===== config.mk =====
export PLATFORM = sky130hd
export DESIGN_NAME = pwm_dual_timer
export DESIGN_NICKNAME = d
export VERILOG_FILES = /design/src/rtl/pwm_timer_pkg.sv /design/src/rtl/pwm_timer_regs.sv /design/src/rtl/pwm_down_counter.sv /design/src/rtl/pwm_phase_seq.sv /design/src/rtl/pwm_dual_timer.sv
export SDC_FILE = /design/constraint.sdc
export NUM_CORES = 1
export LEC_CHECK = 0
export BUFFER_PORTS_ARGS = -buffer_cell sky130_fd_sc_hd__buf_4
export CORE_MARGIN = 4
export CORE_UTILIZATION = 55
export DETAILED_ROUTE_END_ITERATION = 10
export GPL_ROUTABILITY_DRIVEN = 0
export PLACE_DENSITY = 0.76
export SLEW_MARGIN = 10
export SYNTH_ARGS = -nofsm -noshare
export SYNTH_HDL_FRONTEND = slang
export SYNTH_HIERARCHICAL = 1
export SYNTH_SLANG_ARGS = --single-unit

===== constraint.sdc =====
create_clock -name clk -period 4.2 [get_ports clk]
set_input_delay 1.26 -clock clk [delete_from_list [all_inputs] [get_ports clk]]
set_output_delay 1.26 -clock clk [all_outputs]
set_load 0.02 [all_outputs]

===== src/rtl/pwm_timer_pkg.sv =====
package pwm_timer_pkg;

  localparam int REG_SEL_W = 2;

  typedef enum logic [REG_SEL_W-1:0] {
    SEL_CTRL  = 2'd0,
    SEL_CNT_A = 2'd1,
    SEL_CNT_B = 2'd2,
    SEL_NONE  = 2'd3
  } reg_sel_e;

  localparam int CTRL_RUN_BIT  = 0;
  localparam int CTRL_DUAL_BIT = 1;

  typedef enum logic {
    PH_ACTIVE = 1'b0,
    PH_REST   = 1'b1
  } phase_e;

  typedef struct packed {
    logic dual;
    logic run;
  } ctrl_t;

endpackage


===== src/rtl/pwm_timer_regs.sv =====
module pwm_timer_regs
  import pwm_timer_pkg::*;
#(
  parameter int CNT_W = 32
) (
  input  logic                 clk,
  input  logic                 rst_n,
  input  logic                 wr_en,
  input  logic [REG_SEL_W-1:0] wr_addr,
  input  logic [CNT_W-1:0]     wr_data,
  input  logic [REG_SEL_W-1:0] rd_addr,
  output logic [CNT_W-1:0]     rd_data,
  output ctrl_t                ctrl,
  output logic [CNT_W-1:0]     cnt_a,
  output logic [CNT_W-1:0]     cnt_b
);

  ctrl_t            ctrl_q, ctrl_d;
  logic [CNT_W-1:0] cnt_a_q, cnt_a_d;
  logic [CNT_W-1:0] cnt_b_q, cnt_b_d;
  logic             ctrl_we, cnt_a_we, cnt_b_we;

  always_comb begin
    ctrl_we  = wr_en && (reg_sel_e'(wr_addr) == SEL_CTRL);
    cnt_a_we = wr_en && (reg_sel_e'(wr_addr) == SEL_CNT_A);
    cnt_b_we = wr_en && (reg_sel_e'(wr_addr) == SEL_CNT_B);
    ctrl_d.run  = wr_data[CTRL_RUN_BIT];
    ctrl_d.dual = wr_data[CTRL_DUAL_BIT];
    cnt_a_d  = wr_data;
    cnt_b_d  = wr_data;
  end

  always_ff @(posedge clk or negedge rst_n) begin
    if (!rst_n) begin
      ctrl_q <= '0;
    end else if (ctrl_we) begin
      ctrl_q <= ctrl_d;
    end
  end

  always_ff @(posedge clk or negedge rst_n) begin
    if (!rst_n) begin
      cnt_a_q <= '0;
    end else if (cnt_a_we) begin
      cnt_a_q <= cnt_a_d;
    end
  end

  always_ff @(posedge clk or negedge rst_n) begin
    if (!rst_n) begin
      cnt_b_q <= '0;
    end else if (cnt_b_we) begin
      cnt_b_q <= cnt_b_d;
    end
  end

  always_comb begin
    rd_data = '0;
    unique case (reg_sel_e'(rd_addr))
      SEL_CTRL: begin
        rd_data[CTRL_RUN_BIT]  = ctrl_q.run;
        rd_data[CTRL_DUAL_BIT] = ctrl_q.dual;
      end
      SEL_CNT_A: rd_data = cnt_a_q;
      SEL_CNT_B: rd_data = cnt_b_q;
      SEL_NONE:  rd_data = '0;
      default:   rd_data = '0;
    endcase
  end

  assign ctrl  = ctrl_q;
  assign cnt_a = cnt_a_q;
  assign cnt_b = cnt_b_q;

endmodule


===== src/rtl/pwm_down_counter.sv =====
module pwm_down_counter #(
  parameter int CNT_W = 32
) (
  input  logic             clk,
  input  logic             rst_n,
  input  logic             load,
  input  logic             dec,
  input  logic [CNT_W-1:0] load_val,
  output logic [CNT_W-1:0] count,
  output logic             at_zero
);

  logic [CNT_W-1:0] count_q, count_d;
  logic             count_ce;

  always_comb begin
    count_ce = load || dec;
    if (load) begin
      count_d = load_val;
    end else begin
      count_d = count_q - CNT_W'(1);
    end
  end

  always_ff @(posedge clk or negedge rst_n) begin
    if (!rst_n) begin
      count_q <= '0;
    end else if (count_ce) begin
      count_q <= count_d;
    end
  end

  assign count   = count_q;
  assign at_zero = (count_q == '0);

endmodule


===== src/rtl/pwm_phase_seq.sv =====
module pwm_phase_seq
  import pwm_timer_pkg::*;
#(
  parameter int CNT_W = 32
) (
  input  logic             clk,
  input  logic             rst_n,
  input  ctrl_t            ctrl,
  input  logic [CNT_W-1:0] cnt_a,
  input  logic [CNT_W-1:0] cnt_b,
  input  logic             at_zero,
  output logic             load,
  output logic             dec,
  output logic [CNT_W-1:0] load_val,
  output logic             running,
  output phase_e           phase
);

  logic   run_q, run_d;
  phase_e phase_q, phase_d;
  logic   state_ce;

  always_comb begin
    run_d    = run_q;
    phase_d  = phase_q;
    load     = 1'b0;
    dec      = 1'b0;
    load_val = cnt_a;
    if (!ctrl.run) begin
      run_d   = 1'b0;
      phase_d = PH_ACTIVE;
    end else if (!run_q) begin
      run_d    = 1'b1;
      phase_d  = PH_ACTIVE;
      load     = 1'b1;
      load_val = cnt_a;
    end else if (at_zero) begin
      load = 1'b1;
      if (phase_q == PH_ACTIVE) begin
        phase_d  = PH_REST;
        load_val = ctrl.dual ? cnt_b : cnt_a;
      end else begin
        phase_d  = PH_ACTIVE;
        load_val = cnt_a;
      end
    end else begin
      dec = 1'b1;
    end
    state_ce = (run_d != run_q) || (phase_d != phase_q);
  end

  always_ff @(posedge clk or negedge rst_n) begin
    if (!rst_n) begin
      run_q   <= 1'b0;
      phase_q <= PH_ACTIVE;
    end else if (state_ce) begin
      run_q   <= run_d;
      phase_q <= phase_d;
    end
  end

  assign running = run_q;
  assign phase   = phase_q;

endmodule


===== src/rtl/pwm_dual_timer.sv =====
module pwm_dual_timer
  import pwm_timer_pkg::*;
#(
  parameter int CNT_W = 32
) (
  input  logic             clk,
  input  logic             rst_n,
  input  logic             wr_en,
  input  logic [1:0]       wr_addr,
  input  logic [CNT_W-1:0] wr_data,
  input  logic [1:0]       rd_addr,
  output logic [CNT_W-1:0] rd_data,
  output logic             pwm_out
);

  ctrl_t            ctrl;
  logic [CNT_W-1:0] cnt_a, cnt_b, load_val, cnt_q;
  logic             load, dec, at_zero, run_q;
  phase_e           phase_q;
  logic             ctl_en, ctl_dual, phase_is_active;

  pwm_timer_regs #(.CNT_W(CNT_W)) u_regs (
    .clk     (clk),
    .rst_n   (rst_n),
    .wr_en   (wr_en),
    .wr_addr (wr_addr),
    .wr_data (wr_data),
    .rd_addr (rd_addr),
    .rd_data (rd_data),
    .ctrl    (ctrl),
    .cnt_a   (cnt_a),
    .cnt_b   (cnt_b)
  );

  pwm_phase_seq #(.CNT_W(CNT_W)) u_seq (
    .clk      (clk),
    .rst_n    (rst_n),
    .ctrl     (ctrl),
    .cnt_a    (cnt_a),
    .cnt_b    (cnt_b),
    .at_zero  (at_zero),
    .load     (load),
    .dec      (dec),
    .load_val (load_val),
    .running  (run_q),
    .phase    (phase_q)
  );

  pwm_down_counter #(.CNT_W(CNT_W)) u_cnt (
    .clk      (clk),
    .rst_n    (rst_n),
    .load     (load),
    .dec      (dec),
    .load_val (load_val),
    .count    (cnt_q),
    .at_zero  (at_zero)
  );

  assign ctl_en          = ctrl.run;
  assign ctl_dual        = ctrl.dual;
  assign phase_is_active = (phase_q == PH_ACTIVE);
  assign pwm_out         = !(run_q && phase_is_active);

endmodule


======== Word level (Yosys, flattened, before mapping) ========
Cells that the tools add are included.
word-level totals
  register bits after elaboration ......... 100
  latch bits .............................. 0
  memory bits (writable) .................. 0
  bits in read-only memories .............. 0
  input port bits ......................... 39
  memories ................................ 0
operators by class
  add/subtract/negate cells ............... 1
  $mul .................................... 0
  divide/modulo/power cells ............... 0
  magnitude comparators ................... 0
  equal/unequal tests ..................... 7
  shift-type cells ........................ 0
  muxes and demuxes ....................... 19
  bitwise gates (word level) .............. 1
  reductions and logical operators ........ 10
operators by type and width
  operator                                                               count
  32-bit two-way mux                                                     6
  30-bit case mux with 2 select lines                                    1
  32-bit logical NOT                                                     1
  32-bit by 1-bit subtractor with 32-bit output, second input constant   1
  1-bit two-way mux                                                      11
  2-bit case mux with 4 select lines                                     1
  2-bit equality test, second input constant                             3
  2-bit by 1-bit equality test with 1-bit output, second input constant  2
  1-bit logical AND                                                      4
  2-bit logical NOT                                                      2
  1-bit logical OR                                                       2
  1-bit inequality test                                                  2
  1-bit logical NOT                                                      1
  1-bit inverter                                                         1

======== Longest topological paths before layout ========
  word-level depth ........................ 6
  gate-level depth with buffers ........... 14

======== Modules after synthesis ========
Netlist, hierarchy kept.
modules (own cells, without submodules)
  module            times used  cells an instance  area each (um^2)  seq. area each (um^2)
  pwm_timer_regs    1           221                3161.8            1651.6
  pwm_down_counter  1           220                1959.4            800.8
  pwm_phase_seq     1           47                 644.4             50.0
  pwm_dual_timer    1           1                  6.3               0.0

======== Worst setup path after synthesis ========
No wires, ideal clock.
  path kind ............................... input to output
  start point ............................. input rd_addr[0]
  end point ............................... output rd_data[0]
  arrival ................................. 2.424 ns
  required time ........................... 2.940 ns
  slack ................................... 0.516 ns
  cell stages on the path ................. 5
  buffers on the path ..................... 1
  cells stage by stage .................... inv_1 > ha_1 > clkbuf_1 > a22oi_1 > o21ai_0
between the ends
  longest elaborated chain between the ends .. 2
  elaborated cells on any way between the ends .. 5
  classes of those cells .................. eq/ne: 3; mux: 1; reduce/logical: 1
RTL lines
  element                                      RTL line              source
  start, declared                              pwm_dual_timer.sv:11  input logic [1:0] rd_addr,
  2-bit equality test (tied with other cells)  pwm_timer_regs.sv:59  unique case (reg_sel_e'(rd_addr))
  2-bit case mux with 4 select lines (*)       pwm_timer_regs.sv:59
  end, declared                                pwm_dual_timer.sv:12  output logic [CNT_W-1:0] rd_data,
Every way passes the cells marked *; elsewhere a longest branch is shown, timed or not.

======== Worst setup path in the final report ========
  start point ............................. input rd_addr[1]
  end point ............................... output rd_data[2]
between the ends
  longest elaborated chain between the ends .. 2
  elaborated cells on any way between the ends .. 3
  classes of those cells .................. eq/ne: 2; mux: 1
RTL lines
  element                                                                                RTL line
  2-bit equality test or 2-bit by 1-bit equality test with 1-bit output (tied branches)  pwm_timer_regs.sv:59
  30-bit case mux with 2 select lines (*)                                                pwm_timer_regs.sv:59
Marked as above.

==> summary.txt <==
Outcome
  – Status: completed

Floorplan
  – DIE AREA: 12200 um^2
  – Die Wd: 110 um
  – Core area: 10300 um^2
  – Core Rows: 37
  – Die H: 110 um
  – Effective utilization at floorplan: 0.562
  – Io pins: 72

Yosys
  – Synth top area share: 0.434
  – Synth Flop Type: dfrtp_1
  – Post-synthesis cell type count: 47
  – Area leader, netlist: dfrtp_1
  – Syn nets: 532
  – Ys async rst share: 1.00
  – Top cells by area, synth: dfrtp_1 43%, mux2_4 16%, mux2_2 7.4%
  – Synthesized area: 5770 um^2
  – Yosys warns: 6
  – Sequential share of the synthesized area: 0.434
  – EDFF count, synth: 0
  – Synth Area per Inst: 11.8 um^2
  – Synth Register Bits: 100
  – Cell count after synthesis: 489

Timing
  – Setup_tns: 0 ns
  – Final Skew: 0.00553 ns
  – Max Fclk: 0.264 GHz
  – Min cycle time layout: 3.79 ns
  – Final period util: 0.902
  – Final setup fails: 0
  – Slew HR: 0.392
  – Final Max Slew Viols: 0
  – Final hold violation count: 0
  – RSZ-0062 raised after global routing: false
  – Slew @ Worst Pin: 0.912 ns

Routing
  – Vias: 4091
  – Final ANT Viol Nets: 0
  – DR iter-0 viols: 190
  – Vias per inst: 5.95
  – DRC: 0
  – DR WL/cell: 18.1 um
  – WL final: 12.5 mm
  – DR pass1 iterations: 4

CTS
  – CTS root buffer: clkbuf_8
  – Clk slew on worst S/H paths: 0.09 ns
  – PostCTS Resize Cnt: 0
  – Post-CTS Setup Repair Bufs: 0
  – Maximum clock insertion buffer count: 2
  – Htree depth: 3
  – # hold bufs at CTS: 0
  – Clock tree sinks: 100
  – Clock latency on the worst-skew pair: 0.37 ns
  – CTS tree: yes
  – CTS buffer count: 9

Placed design
  – Count of input and output buffers: 71
  – Hpwl dp: 8.25 mm
  – Inst Count DP: 673

Critical path
  – Crit path DAT: 2.53 ns
  – Critical Path Sink Type: primary output
  – CP Launch Type: input pin
  – WS Path Type: in2out
  – CP Max Fanout: 19
  – WP data required: 2.94 ns

Hold path
  – Hold crit path type: reg2reg

Global routing
  – Number of global-route vias before repair: 4267
  – Grt ovf: 0
  – Initial antenna violation count: 0
  – Tot GR Track Use: 0.207
  – First-pass GRT wire length: 21.0 mm
  – Largest net degree at the start of global routing: 59

Layout
  – Diode count: 0
  – Nets: 591
  – Share of layout cells above drive strength 1: 0.371
  – Layout Cells excl Fill: 688
  – Area Overhead vs Synth: 13.4%
  – Fill cells: 818
  – Core Util, Final: 0.637

Pwr
  – Lkg Pwr: 2.91 nW
  – Final Total Pwr: 3.22 mW
  – VDD IR max: 0.217 mV
  – Pwr dens: 491 nW/um^2

Job
  – Total of max-cap violations: 0
[power by group]
part / total (mW) / internal [mW] / switching [mW]
Combinational: 0.949 / 0.513 / 0.436
Sequential: 1.53 / 1.23 / 0.304
Clock: 0.735 / 0.407 / 0.328
Total: 3.22 / 2.15 / 1.07
[through the flow]
stage | instance area (um^2) | setup slack (ns) | hold WS, ns
2_1_floorplan | 5770 | 0.516 | 0.499
3_3_place_gp | 6310 | 0.462 | 0.447
3_5_place_dp | 6310 | 0.412 | 0.449
4_1_cts | 6550 | 0.378 | 0.469
5_1_grt | 6550 | 0.303 | 0.487
6_report | 6550 | 0.411 | 0.468
[cell usage in the layout (no fill, tap or decap), types with 8 or more instances in the layout]
master,instances
a31oi_1,14
dfrtp_1,100
nor2b_1,33
mux2_2,38
nand2_1,27
buf_4,79
or4_1,16
o31ai_1,13
clkbuf_8,10
nand3_1,8
mux2_4,62
nor3_1,8
a22oi_1,32
nor2_1,24
o21ai_0,15
[Yosys cell counts (all sizes together) (8+ instances only)]
master    n
buf       8
a31oi    14
or4      18
nor3      8
o21ai    15
a22oi    32
mux2    100
nand2    27
nor2b    33
dfrtp   100
clkbuf   22
o31ai    13
nand3     8
nor2     24
[cells by family after synthesis]
kind of cell / share of synthesized area
adders and majority gates: 0.00867
muxes: 0.235
xor gates and xnor gates: 0.0182
and+or+nand+nor: 0.160
AOI/OAI and AO/OA: 0.0999
DFF: 0.434
buffers and inverters: 0.0447
[layout make-up]
class                   instances  area [um^2]  area share
multi-input cells             351         3020       0.461
flip-flops and latches        100         2500       0.382
repair buffers                 79          593      0.0906
well taps                     136          170      0.0260
clock buffers                  10          138      0.0210
clock inverters                 5          100      0.0153
inverters                       7         26.3     0.00401
[sequential cells by signal, summed over array words and instances, names as in the netlist]
name,cells
u_regs/ctrl,2
u_seq/phase,1
u_cnt/count,32
u_seq/running,1
u_regs/cnt_a,32
u_regs/cnt_b,32
[path summary, 6_finish.rpt]
kind	slack, ns	end	cells after the start	start
setup / recovery	0.41	rd_data[2]	6	rd_addr[1]
hold / removal	0.47	u_seq/running$_DFFE_PN0P_	0	u_regs/ctrl[0]$_DFFE_PN0P_
setup reg to reg	0.61	u_cnt/count[29]$_DFFE_PN0P_	11	u_cnt/count[10]$_DFFE_PN0P_
hold reg to reg	0.47	u_seq/running$_DFFE_PN0P_	0	u_regs/ctrl[0]$_DFFE_PN0P_
max in group asynchronous	2.45	u_regs/cnt_b[26]$_DFFE_PN0P_	2	rst_n
min in group asynchronous	0.92	u_regs/cnt_a[19]$_DFFE_PN0P_	1	rst_n
[layer usage]
metal	wire [um]	track usage	share of wire	up-vias
met5	0	0	0	-
met4	161	0.0591	0.013	0
met3	427	0.0318	0.034	15
met2	6560	0.359	0.53	77
met1	5310	0.268	0.43	2073
li1	-	-	-	1926
[critical path: stages]
cell and delay (ns):
buf_4 0.08, inv_1 0.05, ha_1 0.48, buf_4 0.30, nor2b_1 0.18, buf_4 0.16
Power figures use the tool's default switching activity.
